## src/rtl/disp_timing_pkg.sv

```systemverilog
// Package: widths, register addresses and the configuration record shared by
// the display timing generator modules.
package disp_timing_pkg;

    parameter int COL_W  = 12;          // column counter width
    parameter int LINE_W = 11;          // line counter width
    parameter int CPP_W  = 3;           // component count / index width
    parameter int ADDR_W = 4;           // register address width
    localparam int DATA_W = COL_W + 1;  // widest field is the half-clock sync width

    typedef enum logic [ADDR_W-1:0] {
        RA_LINE_LEN  = 4'd0,
        RA_HLEAD     = 4'd1,
        RA_HACT      = 4'd2,
        RA_HSYNC_W   = 4'd3,
        RA_FRAME_HGT = 4'd4,
        RA_VLEAD     = 4'd5,
        RA_VACT      = 4'd6,
        RA_VSYNC_W   = 4'd7,
        RA_COMP_CNT  = 4'd8,
        RA_POLARITY  = 4'd9
    } reg_addr_e;

    typedef struct packed {
        logic [COL_W-1:0]  line_len;   // interface clocks per line
        logic [COL_W-1:0]  hlead;      // blank before active data
        logic [COL_W-1:0]  hact;       // active clocks per line
        logic [COL_W:0]    hsync_w;    // sync width in master cycles
        logic [LINE_W-1:0] frame_hgt;  // lines per frame
        logic [LINE_W-1:0] vlead;      // blank lines before active area
        logic [LINE_W-1:0] vact;       // active lines
        logic [LINE_W-1:0] vsync_w;    // vertical sync width in lines
        logic [CPP_W-1:0]  comp_cnt;   // components per pixel
        logic              hs_high;    // 1: hsync active-high
        logic              vs_high;    // 1: vsync active-high
    } timing_cfg_t;

endpackage

```

## src/rtl/disp_cfg_regs.sv

```systemverilog
// Module: disp_cfg_regs
// Holds the shadow register set written through the load port and the
// working set used by the counters. The working set is refreshed from the
// shadow only when load_i pulses (end of frame). Assumes load_i is a
// single-cycle strobe from the scan counter.
module disp_cfg_regs
    import disp_timing_pkg::*;
#(
    parameter timing_cfg_t RST_CFG = '0
) (
    input  logic              clk,
    input  logic              rst_n,
    input  logic              we_i,
    input  logic [ADDR_W-1:0] addr_i,
    input  logic [DATA_W-1:0] wdata_i,
    input  logic              load_i,
    output timing_cfg_t       work_o,
    output timing_cfg_t       next_o
);

    timing_cfg_t shadow_q;
    timing_cfg_t work_q;

    // Shadow update: one field per write, unknown addresses ignored.
    always_ff @(posedge clk) begin
        if (!rst_n) begin
            shadow_q <= RST_CFG;
        end else if (we_i) begin
            case (reg_addr_e'(addr_i))
                RA_LINE_LEN:  shadow_q.line_len  <= wdata_i[COL_W-1:0];
                RA_HLEAD:     shadow_q.hlead     <= wdata_i[COL_W-1:0];
                RA_HACT:      shadow_q.hact      <= wdata_i[COL_W-1:0];
                RA_HSYNC_W:   shadow_q.hsync_w   <= wdata_i[COL_W:0];
                RA_FRAME_HGT: shadow_q.frame_hgt <= wdata_i[LINE_W-1:0];
                RA_VLEAD:     shadow_q.vlead     <= wdata_i[LINE_W-1:0];
                RA_VACT:      shadow_q.vact      <= wdata_i[LINE_W-1:0];
                RA_VSYNC_W:   shadow_q.vsync_w   <= wdata_i[LINE_W-1:0];
                RA_COMP_CNT:  shadow_q.comp_cnt  <= wdata_i[CPP_W-1:0];
                RA_POLARITY: begin
                    shadow_q.hs_high <= wdata_i[0];
                    shadow_q.vs_high <= wdata_i[1];
                end
                default: ;
            endcase
        end
    end

    // Working copy: refreshed from the shadow at the frame boundary only.
    always_ff @(posedge clk) begin
        if (!rst_n) begin
            work_q <= RST_CFG;
        end else if (load_i) begin
            work_q <= shadow_q;
        end
    end

    assign work_o = work_q;
    assign next_o = load_i ? shadow_q : work_q;

    // outside a frame boundary the working set does not move.
    a_r10_work_frozen: assert property (@(posedge clk) disable iff (!rst_n)
        !load_i |=> (work_q == $past(work_q)))
        else $error("a_r10_work_frozen");

endmodule

```

## src/rtl/disp_scan_ctr.sv

```systemverilog
// Module: disp_scan_ctr
// Master-clock phase divider plus column, line and component counters.
// Phase 0 is the low half of the interface clock, phase 1 the high half;
// the counters step on the edge that ends phase 1. Assumes line length and
// frame height are at least 1 (0 makes every clock a wrap).
module disp_scan_ctr
    import disp_timing_pkg::*;
(
    input  logic              clk,
    input  logic              rst_n,
    input  logic [COL_W-1:0]  line_len_i,
    input  logic [LINE_W-1:0] frame_hgt_i,
    input  logic [COL_W-1:0]  next_hlead_i,
    input  logic [CPP_W-1:0]  comp_cnt_i,
    output logic              phase_o,
    output logic [COL_W-1:0]  col_o,
    output logic [LINE_W-1:0] line_o,
    output logic [CPP_W-1:0]  comp_o,
    output logic              frame_end_o
);

    logic              phase_q;
    logic [COL_W-1:0]  col_q;
    logic [LINE_W-1:0] line_q;
    logic [CPP_W-1:0]  comp_q;

    logic [COL_W:0]    col_inc;
    logic [LINE_W:0]   line_inc;
    logic [CPP_W:0]    comp_inc;
    logic              col_last, line_last, comp_wrap;
    logic [COL_W-1:0]  col_next;

    // Wrap detection for the column, line and component counters.
    always_comb begin
        col_inc   = {1'b0, col_q} + (COL_W+1)'(1);
        line_inc  = {1'b0, line_q} + (LINE_W+1)'(1);
        comp_inc  = {1'b0, comp_q} + (CPP_W+1)'(1);
        col_last  = col_inc >= {1'b0, line_len_i};
        line_last = line_inc >= {1'b0, frame_hgt_i};
        comp_wrap = comp_inc >= {1'b0, comp_cnt_i};
        col_next  = col_last ? '0 : col_inc[COL_W-1:0];
    end

    assign frame_end_o = phase_q && col_last && line_last;

    // Phase divider and raster counters.
    always_ff @(posedge clk) begin
        if (!rst_n) begin
            phase_q <= 1'b0;
            col_q   <= '0;
            line_q  <= '0;
            comp_q  <= '0;
        end else begin
            phase_q <= ~phase_q;
            if (phase_q) begin
                col_q <= col_next;
                if (col_last) begin
                    line_q <= line_last ? '0 : line_inc[LINE_W-1:0];
                end
                if (col_next == next_hlead_i) begin
                    comp_q <= '0;
                end else begin
                    comp_q <= comp_wrap ? '0 : comp_inc[CPP_W-1:0];
                end
            end
        end
    end

    assign phase_o = phase_q;
    assign col_o   = col_q;
    assign line_o  = line_q;
    assign comp_o  = comp_q;

    // the interface clock phase alternates on every master edge.
    a_r2_phase_toggle: assert property (@(posedge clk) disable iff (!rst_n)
        1'b1 |=> (phase_q != $past(phase_q)))
        else $error("a_r2_phase_toggle");

    // counters only move at the end of the high half.
    a_r3_hold_low_half: assert property (@(posedge clk) disable iff (!rst_n)
        !phase_q |=> ($stable(col_q) && $stable(line_q)))
        else $error("a_r3_hold_low_half");

    // column stays inside the programmed line.
    a_r3_col_range: assert property (@(posedge clk) disable iff (!rst_n)
        (line_len_i != '0) |-> (col_q < line_len_i))
        else $error("a_r3_col_range");

endmodule

```

## src/rtl/disp_sync_dec.sv

```systemverilog
// Module: disp_sync_dec
// Decodes sync pulses, data enable and component index from the counter
// state and the working configuration. Purely combinational apart from the
// clocked checks; outputs are forced inactive while reset is asserted.
module disp_sync_dec
    import disp_timing_pkg::*;
(
    input  logic              clk,
    input  logic              rst_n,
    input  timing_cfg_t       cfg_i,
    input  logic              phase_i,
    input  logic [COL_W-1:0]  col_i,
    input  logic [LINE_W-1:0] line_i,
    input  logic [CPP_W-1:0]  comp_i,
    output logic              hsync_o,
    output logic              vsync_o,
    output logic              de_o,
    output logic [CPP_W-1:0]  comp_idx_o
);

    logic [COL_W:0]  hpos;
    logic [COL_W:0]  hend;
    logic [LINE_W:0] vend;
    logic            hs_act, vs_act, fits, in_h, in_v;

    // Sync windows, geometry sanity and active-area decode.
    always_comb begin
        hpos   = {col_i, phase_i};
        hend   = {1'b0, cfg_i.hlead} + {1'b0, cfg_i.hact};
        vend   = {1'b0, cfg_i.vlead} + {1'b0, cfg_i.vact};
        hs_act = rst_n && (hpos < cfg_i.hsync_w);
        vs_act = rst_n && (line_i < cfg_i.vsync_w);
        fits   = (hend <= {1'b0, cfg_i.line_len}) && (vend <= {1'b0, cfg_i.frame_hgt});
        in_h   = (col_i >= cfg_i.hlead) && ({1'b0, col_i} < hend);
        in_v   = (line_i >= cfg_i.vlead) && ({1'b0, line_i} < vend);
    end

    assign hsync_o    = cfg_i.hs_high ? hs_act : ~hs_act;
    assign vsync_o    = cfg_i.vs_high ? vs_act : ~vs_act;
    assign de_o       = rst_n && fits && in_h && in_v;
    assign comp_idx_o = de_o ? comp_i : '0;

    // vertical sync begins together with the first master cycle of line 0.
    a_r5_vs_align: assert property (@(posedge clk) disable iff (!rst_n)
        $rose(vs_act) |-> (line_i == '0 && col_i == '0 && !phase_i))
        else $error("a_r5_vs_align");

    // component index stays below the programmed count.
    a_r8_comp_range: assert property (@(posedge clk) disable iff (!rst_n)
        de_o |-> ((cfg_i.comp_cnt == '0) ? (comp_idx_o == '0) : (comp_idx_o < cfg_i.comp_cnt)))
        else $error("a_r8_comp_range");

    // data enable only inside the programmed rows.
    a_r6_de_rows: assert property (@(posedge clk) disable iff (!rst_n)
        de_o |-> (line_i >= cfg_i.vlead && line_i < cfg_i.frame_hgt))
        else $error("a_r6_de_rows");

endmodule

```

## src/rtl/disp_timing_gen.sv

```systemverilog
// Module: disp_timing_gen (top)
// Programmable raster timing generator for a parallel synchronous display
// link. Runs from a master clock at twice the interface rate; all geometry
// comes from shadowed registers loaded at frame boundaries. Assumes the
// programmed line length and frame height are non-zero.
module disp_timing_gen
    import disp_timing_pkg::*;
#(
    parameter int DEF_LINE_LEN  = 32,
    parameter int DEF_HLEAD     = 4,
    parameter int DEF_HACT      = 20,
    parameter int DEF_HSYNC_W   = 6,
    parameter int DEF_FRAME_HGT = 12,
    parameter int DEF_VLEAD     = 2,
    parameter int DEF_VACT      = 8,
    parameter int DEF_VSYNC_W   = 1,
    parameter int DEF_COMP_CNT  = 1,
    parameter bit DEF_HS_HIGH   = 1'b0,
    parameter bit DEF_VS_HIGH   = 1'b0
) (
    input  logic              clk,
    input  logic              rst_n,
    input  logic              cfg_we,
    input  logic [ADDR_W-1:0] cfg_addr,
    input  logic [DATA_W-1:0] cfg_wdata,
    output logic              if_clk,
    output logic              hsync,
    output logic              vsync,
    output logic              de,
    output logic [CPP_W-1:0]  comp_idx,
    output logic [COL_W-1:0]  col_cnt,
    output logic [LINE_W-1:0] line_cnt
);

    localparam timing_cfg_t RST_CFG = '{
        line_len:  COL_W'(DEF_LINE_LEN),
        hlead:     COL_W'(DEF_HLEAD),
        hact:      COL_W'(DEF_HACT),
        hsync_w:   (COL_W+1)'(DEF_HSYNC_W),
        frame_hgt: LINE_W'(DEF_FRAME_HGT),
        vlead:     LINE_W'(DEF_VLEAD),
        vact:      LINE_W'(DEF_VACT),
        vsync_w:   LINE_W'(DEF_VSYNC_W),
        comp_cnt:  CPP_W'(DEF_COMP_CNT),
        hs_high:   DEF_HS_HIGH,
        vs_high:   DEF_VS_HIGH
    };

    timing_cfg_t       work_cfg, next_cfg;
    logic              phase, frame_end;
    logic [COL_W-1:0]  col;
    logic [LINE_W-1:0] line;
    logic [CPP_W-1:0]  comp;

    disp_cfg_regs #(.RST_CFG(RST_CFG)) u_regs (
        .clk     (clk),
        .rst_n   (rst_n),
        .we_i    (cfg_we),
        .addr_i  (cfg_addr),
        .wdata_i (cfg_wdata),
        .load_i  (frame_end),
        .work_o  (work_cfg),
        .next_o  (next_cfg)
    );

    disp_scan_ctr u_scan (
        .clk          (clk),
        .rst_n        (rst_n),
        .line_len_i   (work_cfg.line_len),
        .frame_hgt_i  (work_cfg.frame_hgt),
        .next_hlead_i (next_cfg.hlead),
        .comp_cnt_i   (work_cfg.comp_cnt),
        .phase_o      (phase),
        .col_o        (col),
        .line_o       (line),
        .comp_o       (comp),
        .frame_end_o  (frame_end)
    );

    disp_sync_dec u_dec (
        .clk        (clk),
        .rst_n      (rst_n),
        .cfg_i      (work_cfg),
        .phase_i    (phase),
        .col_i      (col),
        .line_i     (line),
        .comp_i     (comp),
        .hsync_o    (hsync),
        .vsync_o    (vsync),
        .de_o       (de),
        .comp_idx_o (comp_idx)
    );

    assign if_clk   = phase;
    assign col_cnt  = col;
    assign line_cnt = line;

    // while reset is applied the raster position is held at the origin.
    a_r1_reset_origin: assert property (@(posedge clk)
        !rst_n |=> (col == '0 && line == '0 && !phase))
        else $error("a_r1_reset_origin");

endmodule

```

## config.mk

```make
export PLATFORM = sky130hd
export DESIGN_NAME = disp_timing_gen
export DESIGN_NICKNAME = d
export VERILOG_FILES = /design/src/rtl/disp_timing_pkg.sv /design/src/rtl/disp_cfg_regs.sv /design/src/rtl/disp_scan_ctr.sv /design/src/rtl/disp_sync_dec.sv /design/src/rtl/disp_timing_gen.sv
export SDC_FILE = /design/constraint.sdc
export NUM_CORES = 1
export LEC_CHECK = 0
export BUFFER_PORTS_ARGS = -buffer_cell sky130_fd_sc_hd__buf_2
export CELL_PAD_IN_SITES_DETAIL_PLACEMENT = 1
export CELL_PAD_IN_SITES_GLOBAL_PLACEMENT = 1
export CORE_ASPECT_RATIO = 0.7
export CORE_MARGIN = 1.5
export CORE_UTILIZATION = 43
export DETAILED_ROUTE_END_ITERATION = 8
export GPL_ROUTABILITY_DRIVEN = 0
export PLACE_DENSITY = 0.79
export SLEW_MARGIN = 20
export SYNTH_ARGS = -nofsm -noshare
export SYNTH_HDL_FRONTEND = slang
export SYNTH_SLANG_ARGS = --single-unit
export TNS_END_PERCENT = 100
```

## constraint.sdc

```tcl
create_clock -name clk -period 4.3 [get_ports clk]
set_input_delay 0.86 -clock clk [delete_from_list [all_inputs] [get_ports clk]]
set_output_delay 0.86 -clock clk [all_outputs]
set_load 0.01 [all_outputs]
```

== Word level (Yosys, flattened, before mapping) ==
Cells that the tools add are included.

* Output and inout port bits: 30
* Bits of input ports: 20
* Register bits: 223

* $add $sub $neg: 5
* Equality and inequality tests: 10
* Bitwise gates (word level): 3
* Mux-type cells: 8
* $lt $le $gt $ge: 11
* Reduce and logical (&&, ||, !) cells: 22

{| class="wikitable"
|+ Operators with widths
! kind !! number
|-
| $mux W86 || 1
|-
| $reduce_and A2 Y1 || 11
|-
| $eq A4 B3 Y1 const B || 4
|-
| $add A12 B1 Y13 const B || 1
|-
| $add A12 B12 Y13 || 1
|-
| $ge A13 B12 Y1 || 1
|-
| $le A13 B12 Y1 || 1
|-
| $lt A12 B13 Y1 || 1
|-
| $lt A13 B13 Y1 || 1
|-
| $add A11 B1 Y12 const B || 1
|-
| $add A11 B11 Y12 || 1
|-
| $eq A12 B12 Y1 || 1
|-
| $ge A12 B11 Y1 || 1
|-
| $ge A12 B12 Y1 || 1
|-
| $le A12 B11 Y1 || 1
|-
| $lt A11 B12 Y1 || 1
|-
| $mux W12 || 1
|-
| $ge A11 B11 Y1 || 1
|-
| $lt A11 B11 Y1 || 1
|-
| $mux W11 || 1
|-
| $logic_and A1 B1 Y1 || 10
|-
| $mux W3 || 3
|-
| $eq A4 B2 Y1 const B || 2
|-
| $eq A4 B4 Y1 const B || 2
|-
| 6 further kinds || 9
|}

== Longest topological paths before layout ==
* Depth after elaboration: 7
* Gate-level depth with buffers: 19
* Gate-level depth less buffers: 19

== Cells and area by module ==
A second synthesis with hierarchy kept.

* Cell total of the unflattened synthesis: 1411
* Area, all modules: 13128.8 sq um

{| class="wikitable"
|+ By module, submodules not included
! module !! seq. area each (sq um) !! cells each !! area each (sq um) !! instances
|-
| disp_cfg_regs || 3923.8 || 671 || 7442.1 || 1
|-
| disp_sync_dec || 0.0 || 449 || 3334.4 || 1
|-
| disp_scan_ctr || 540.5 || 291 || 2352.3 || 1
|}

== Worst setup path before layout ==
No wires, ideal clock.

* Path kind: register -> output
* Start: register u_regs.work_q (netlist bit u_regs.work_o[75])
* End: output port comp_idx[0]
* Required time: 3.440 ns
* Path buffers: 0
* Arrival time: 3.859 ns
* Cell stages (with the launch flop): 18
* Setup slack: -0.419 ns
* Path through: dfxtp_1 -> ha_1 -> a21o_1 -> a21oi_1 -> o21bai_1 -> a311o_1 -> a41oi_1 -> a21oi_1 -> xor2_1 -> inv_1 -> ha_1 -> a221oi_1 -> o21ai_0 -> a41oi_1 -> nand4_1 -> a211o_1 -> nand4b_1 -> nor4b_1

* Word-level cells in the longest chain between the ends: 7

{| class="wikitable"
|+ Ends and longest elaborated chain
! item !! line !! text
|-
| from (decl) || disp_cfg_regs.sv:22 || <nowiki>timing_cfg_t work_q;</nowiki>
|-
| from (signal assigned) || disp_cfg_regs.sv:53 || <nowiki>work_q <= shadow_q;</nowiki>
|-
| $add A12 B12 Y13 || disp_sync_dec.sv:29 || <nowiki>hend = {1'b0, cfg_i.hlead} + {1'b0, cfg_i.hact};</nowiki>
|-
| $le A13 B12 Y1 || disp_sync_dec.sv:33 || <nowiki>fits = (hend <= {1'b0, cfg_i.line_len}) && (vend <= {1'b0, cfg_i.frame_hgt});</nowiki>
|-
| $logic_and A1 B1 Y1 || disp_sync_dec.sv:33 ||
|-
| $logic_and A1 B1 Y1 || disp_sync_dec.sv:40 || <nowiki>assign de_o = rst_n && fits && in_h && in_v;</nowiki>
|-
| $logic_and A1 B1 Y1 (*) (2 in series) || disp_sync_dec.sv:40 ||
|-
| $mux W3 (*) || disp_sync_dec.sv:41 || <nowiki>assign comp_idx_o = de_o ? comp_i : '0;</nowiki>
|-
| to (decl) || disp_timing_gen.sv:30 || <nowiki>output logic [CPP_W-1:0] comp_idx,</nowiki>
|}

Every way passes the cells marked *; elsewhere a longest branch is shown, timed or not.

== Worst setup path after layout ==
* Start: register u_regs.work_q (netlist bit u_regs.work_o[74])
* End: output port comp_idx[0]

Same word-level chain as after synthesis.

==> out/metrics.cfg <==
[sta]
slew_viol_final=0
tns_ns=-3.93
worst_slack_ns=-0.995
setup_viol=4
layout_min_cycle_time_ns=5.29
slew_headroom_pct=33.4
fin_skew_ns=0.0240
tightest_slew_ns=0.996
fmax_ghz=0.189
final_hold_viol_count=0
rsz0062_at_grt=true
period_share_pct=123

[layout]
fin_nets=1800
area_growth_pct=17.0
fillers=3506
layout-drive-gt1-share_pct=13.9
final_cell_area_um2=15300

[floorplanning]
core-area_um2=29900
die_y_um=149
initial_core_util_pct=43.6
die_w_um=211
die_area_um2=31400
rows=53
io_pins=50

[setup_path]
cp-end-kind=primary output
cpPeakStageDelay_ns=0.42
cp_max_fo=4
r2r_setup_slack_ns=0.30
crit_path_start_kind=flip-flop
r2r-start=u_scan.line_o[1]
rr_worst_depth=13
arrival_ns=4.43
path_delay_family=compound AO/OA/AOI/OAI gates
crit_chain=ha_4 > inv_2 > fa_2 > inv_1 > a21oi_2 > o21bai_2 > a311oi_2 > nor4_2 > o21ai_1 > nand2b_1 > xnor2_1 > ha_2 > a221oi_2 > o21ai_1 > a41oi_1 > nand4_1 > a211o_1 > nand4b_1 > buf_6 > nor4b_4 > buf_2
crit_top_cell=o21ai_1
crit_type=flip-flop to primary output
cp_num_buf_inv=4
worstPathRequired_ns=3.44
worstReg2RegEnd=u_regs.work_o[73]
cpMaxStageDelayCell=nor4_2

[synth]
yosysMostFrequentCell=nand2_1
synth-warning-count=0
synthTopCellsByArea=dfxtp_1 34%, ha_1 14%, nand2_1 8.7%
ys_types=67
yosys.area_share.simple_pct=21.0
synthCells=1555
synth_edf_count=0
synth_compound_area_share_pct=16.1
synth_xor_area_share_pct=3.71
synth_adder_area_share_pct=13.8
synth_top_family_by_area=simple AND/OR/NAND/NOR gates
syn-mean-instance-area_um2=8.38
ys_ff_latch=223
synth.top_cells.by_count=301 x nand2_1, 223 x dfxtp_1, 141 x ha_1, 102 x inv_1, 85 x a21boi_0
ys.flop_type=dfxtp_1
synthMuxAreaShare_pct=5.16
synthesis.area_um2=13000
synth-seq-area-share_pct=34.3
synth_largest_area_cell=dfxtp_1
async_reset_ff_share_pct=0
synth_nets=1718
yosys.area.top_type_share_pct=34.3

[min_path]
min_delay_path_depth=2
hold_end=u_regs.work_o[95]
min_path_type=flip-flop to flip-flop
hp-start=u_regs.shadow_q[95]

[route]
wire_per_inst_um=20.2
vias=11400
wl_mm=41.7
drcViolationCount=0
drt_iter0_drc=760
firstDrtPassIters=5
vias_per_cell=5.50
ant_nets=0

[cts]
cts_tree=yes
cts-root-buf=clkbuf_16
cts.clk_slew.worst_paths_ns=0.06
cts.path.max_buffers=3
hold_buffers=0
htree_levels=1
clk_latency_ns=0.57
clock-sinks=223
numCtsBuffers=24

[placed_design]
dp_worst_setup_slack_ns=-0.429
io_buffer_count=49
dp_hpwl_mm=30.1
post_dp_cell_area_um2=14200

[power]
power-per-cell-area_nw_per_um2=294
vdd_drop_max_mv=0.240
power_mw=4.48
p_leak_nw=6.23

[flow_run]
maxCapViolCount=0

[grt]
grt_use_total_pct=26.8
grt_overflow=0
grt_pass1_vias=11700
antenna_found_initial=2
grt_max_degree=94
grt_pass1_wl_mm=65.3

[run_status]
violations=negative setup slack
status=complete, but fails checks

## routing by layer
layer	part of all wire, %	global-route usage, %	up-vias
met3	5.6	3.84	53
met5	0	0	-
met2	41	40.1	245
met4	1.9	5.32	0
li1	-	-	5455
met1	51	40.6	5630
## cell families after synthesis
family | count (synthesis)
and+or+nand+nor | 574
buffers and inverters | 193
muxes | 67
xor gates and xnor gates | 50
DFF | 223
AOI/OAI and AO/OA | 305
adders and majority gates | 143
## how the worst max path moves through the flow
stage / from / to / slack (ns) / cells after the start
6_report: u_regs.work_o[74] / comp_idx[0] / -0.99 / 21
2_1_floorplan: u_regs.work_o[74] / comp_idx[0] / -0.22 / 19
3_3_place_gp: u_regs.work_o[16] / comp_idx[2] / -0.35 / 21
4_1_cts: u_regs.work_o[63] / comp_idx[0] / -0.88 / 19
3_5_place_dp: u_regs.work_o[63] / comp_idx[0] / -0.43 / 19
5_1_grt: u_regs.work_o[63] / comp_idx[2] / -1.32 / 21
## per-stage QoR
stage	std cells	util (%)	hold WS, ns
floorplan	1555	-	0.423
global placement	2013	47.6	0.437
detailed placement	2013	47.6	0.448
CTS	2065	50.9	0.456
global route	2066	51.0	0.477
finish	2068	51.0	0.451
## tightest hold or removal path, stage by stage, from the launching register on
cell and delay [ns]:
dfxtp_1 0.31, nand2_1 0.05, a21boi_1 0.05
## registers in the layout (all words and copies together), names as in the netlist
signal	count
u_regs.shadow_q	98
u_regs.work_o	98
u_scan.col_o	12
u_scan.comp_o	3
u_scan.line_o	11
u_scan.phase_o	1
## cell usage in the layout (no fill, tap or decap), types with 45 or more instances in the layout
cell,n
inv_1,100
nand2_1,301
a21boi_0,84
buf_4,91
mux2i_1,65
a21boi_1,45
dfxtp_1,219
nor2b_1,81
buf_2,48
ha_1,137
## where the power goes
part           total [mW]  internal (mW)  switching (mW)
Sequential           2.09           2.08          0.0103
Clock                2.21           1.27           0.935
Combinational       0.183         0.0713           0.112
Total                4.48           3.42            1.06
## layout make-up
class / instances / area, um2 / share of cell area, %
clock inverters: 9 / 128 / 0.837
inverters: 103 / 392 / 2.57
repair buffers: 146 / 1050 / 6.86
flip-flops and latches: 223 / 4470 / 29.3
clock buffers: 34 / 708 / 4.64
multi-input cells: 1139 / 7980 / 52.3
diodes: 2 / 5.00 / 0.0328
well taps: 412 / 515 / 3.38
## repair_timing
action,4_1_cts,5_1_grt
endpoints found under the setup margin,4,4
endpoints found under the hold margin,0,0
gates resized for setup,16,5
pin swaps,14,5
buffers inserted,9,1
No activity file was read; power rests on OpenSTA's default activity.
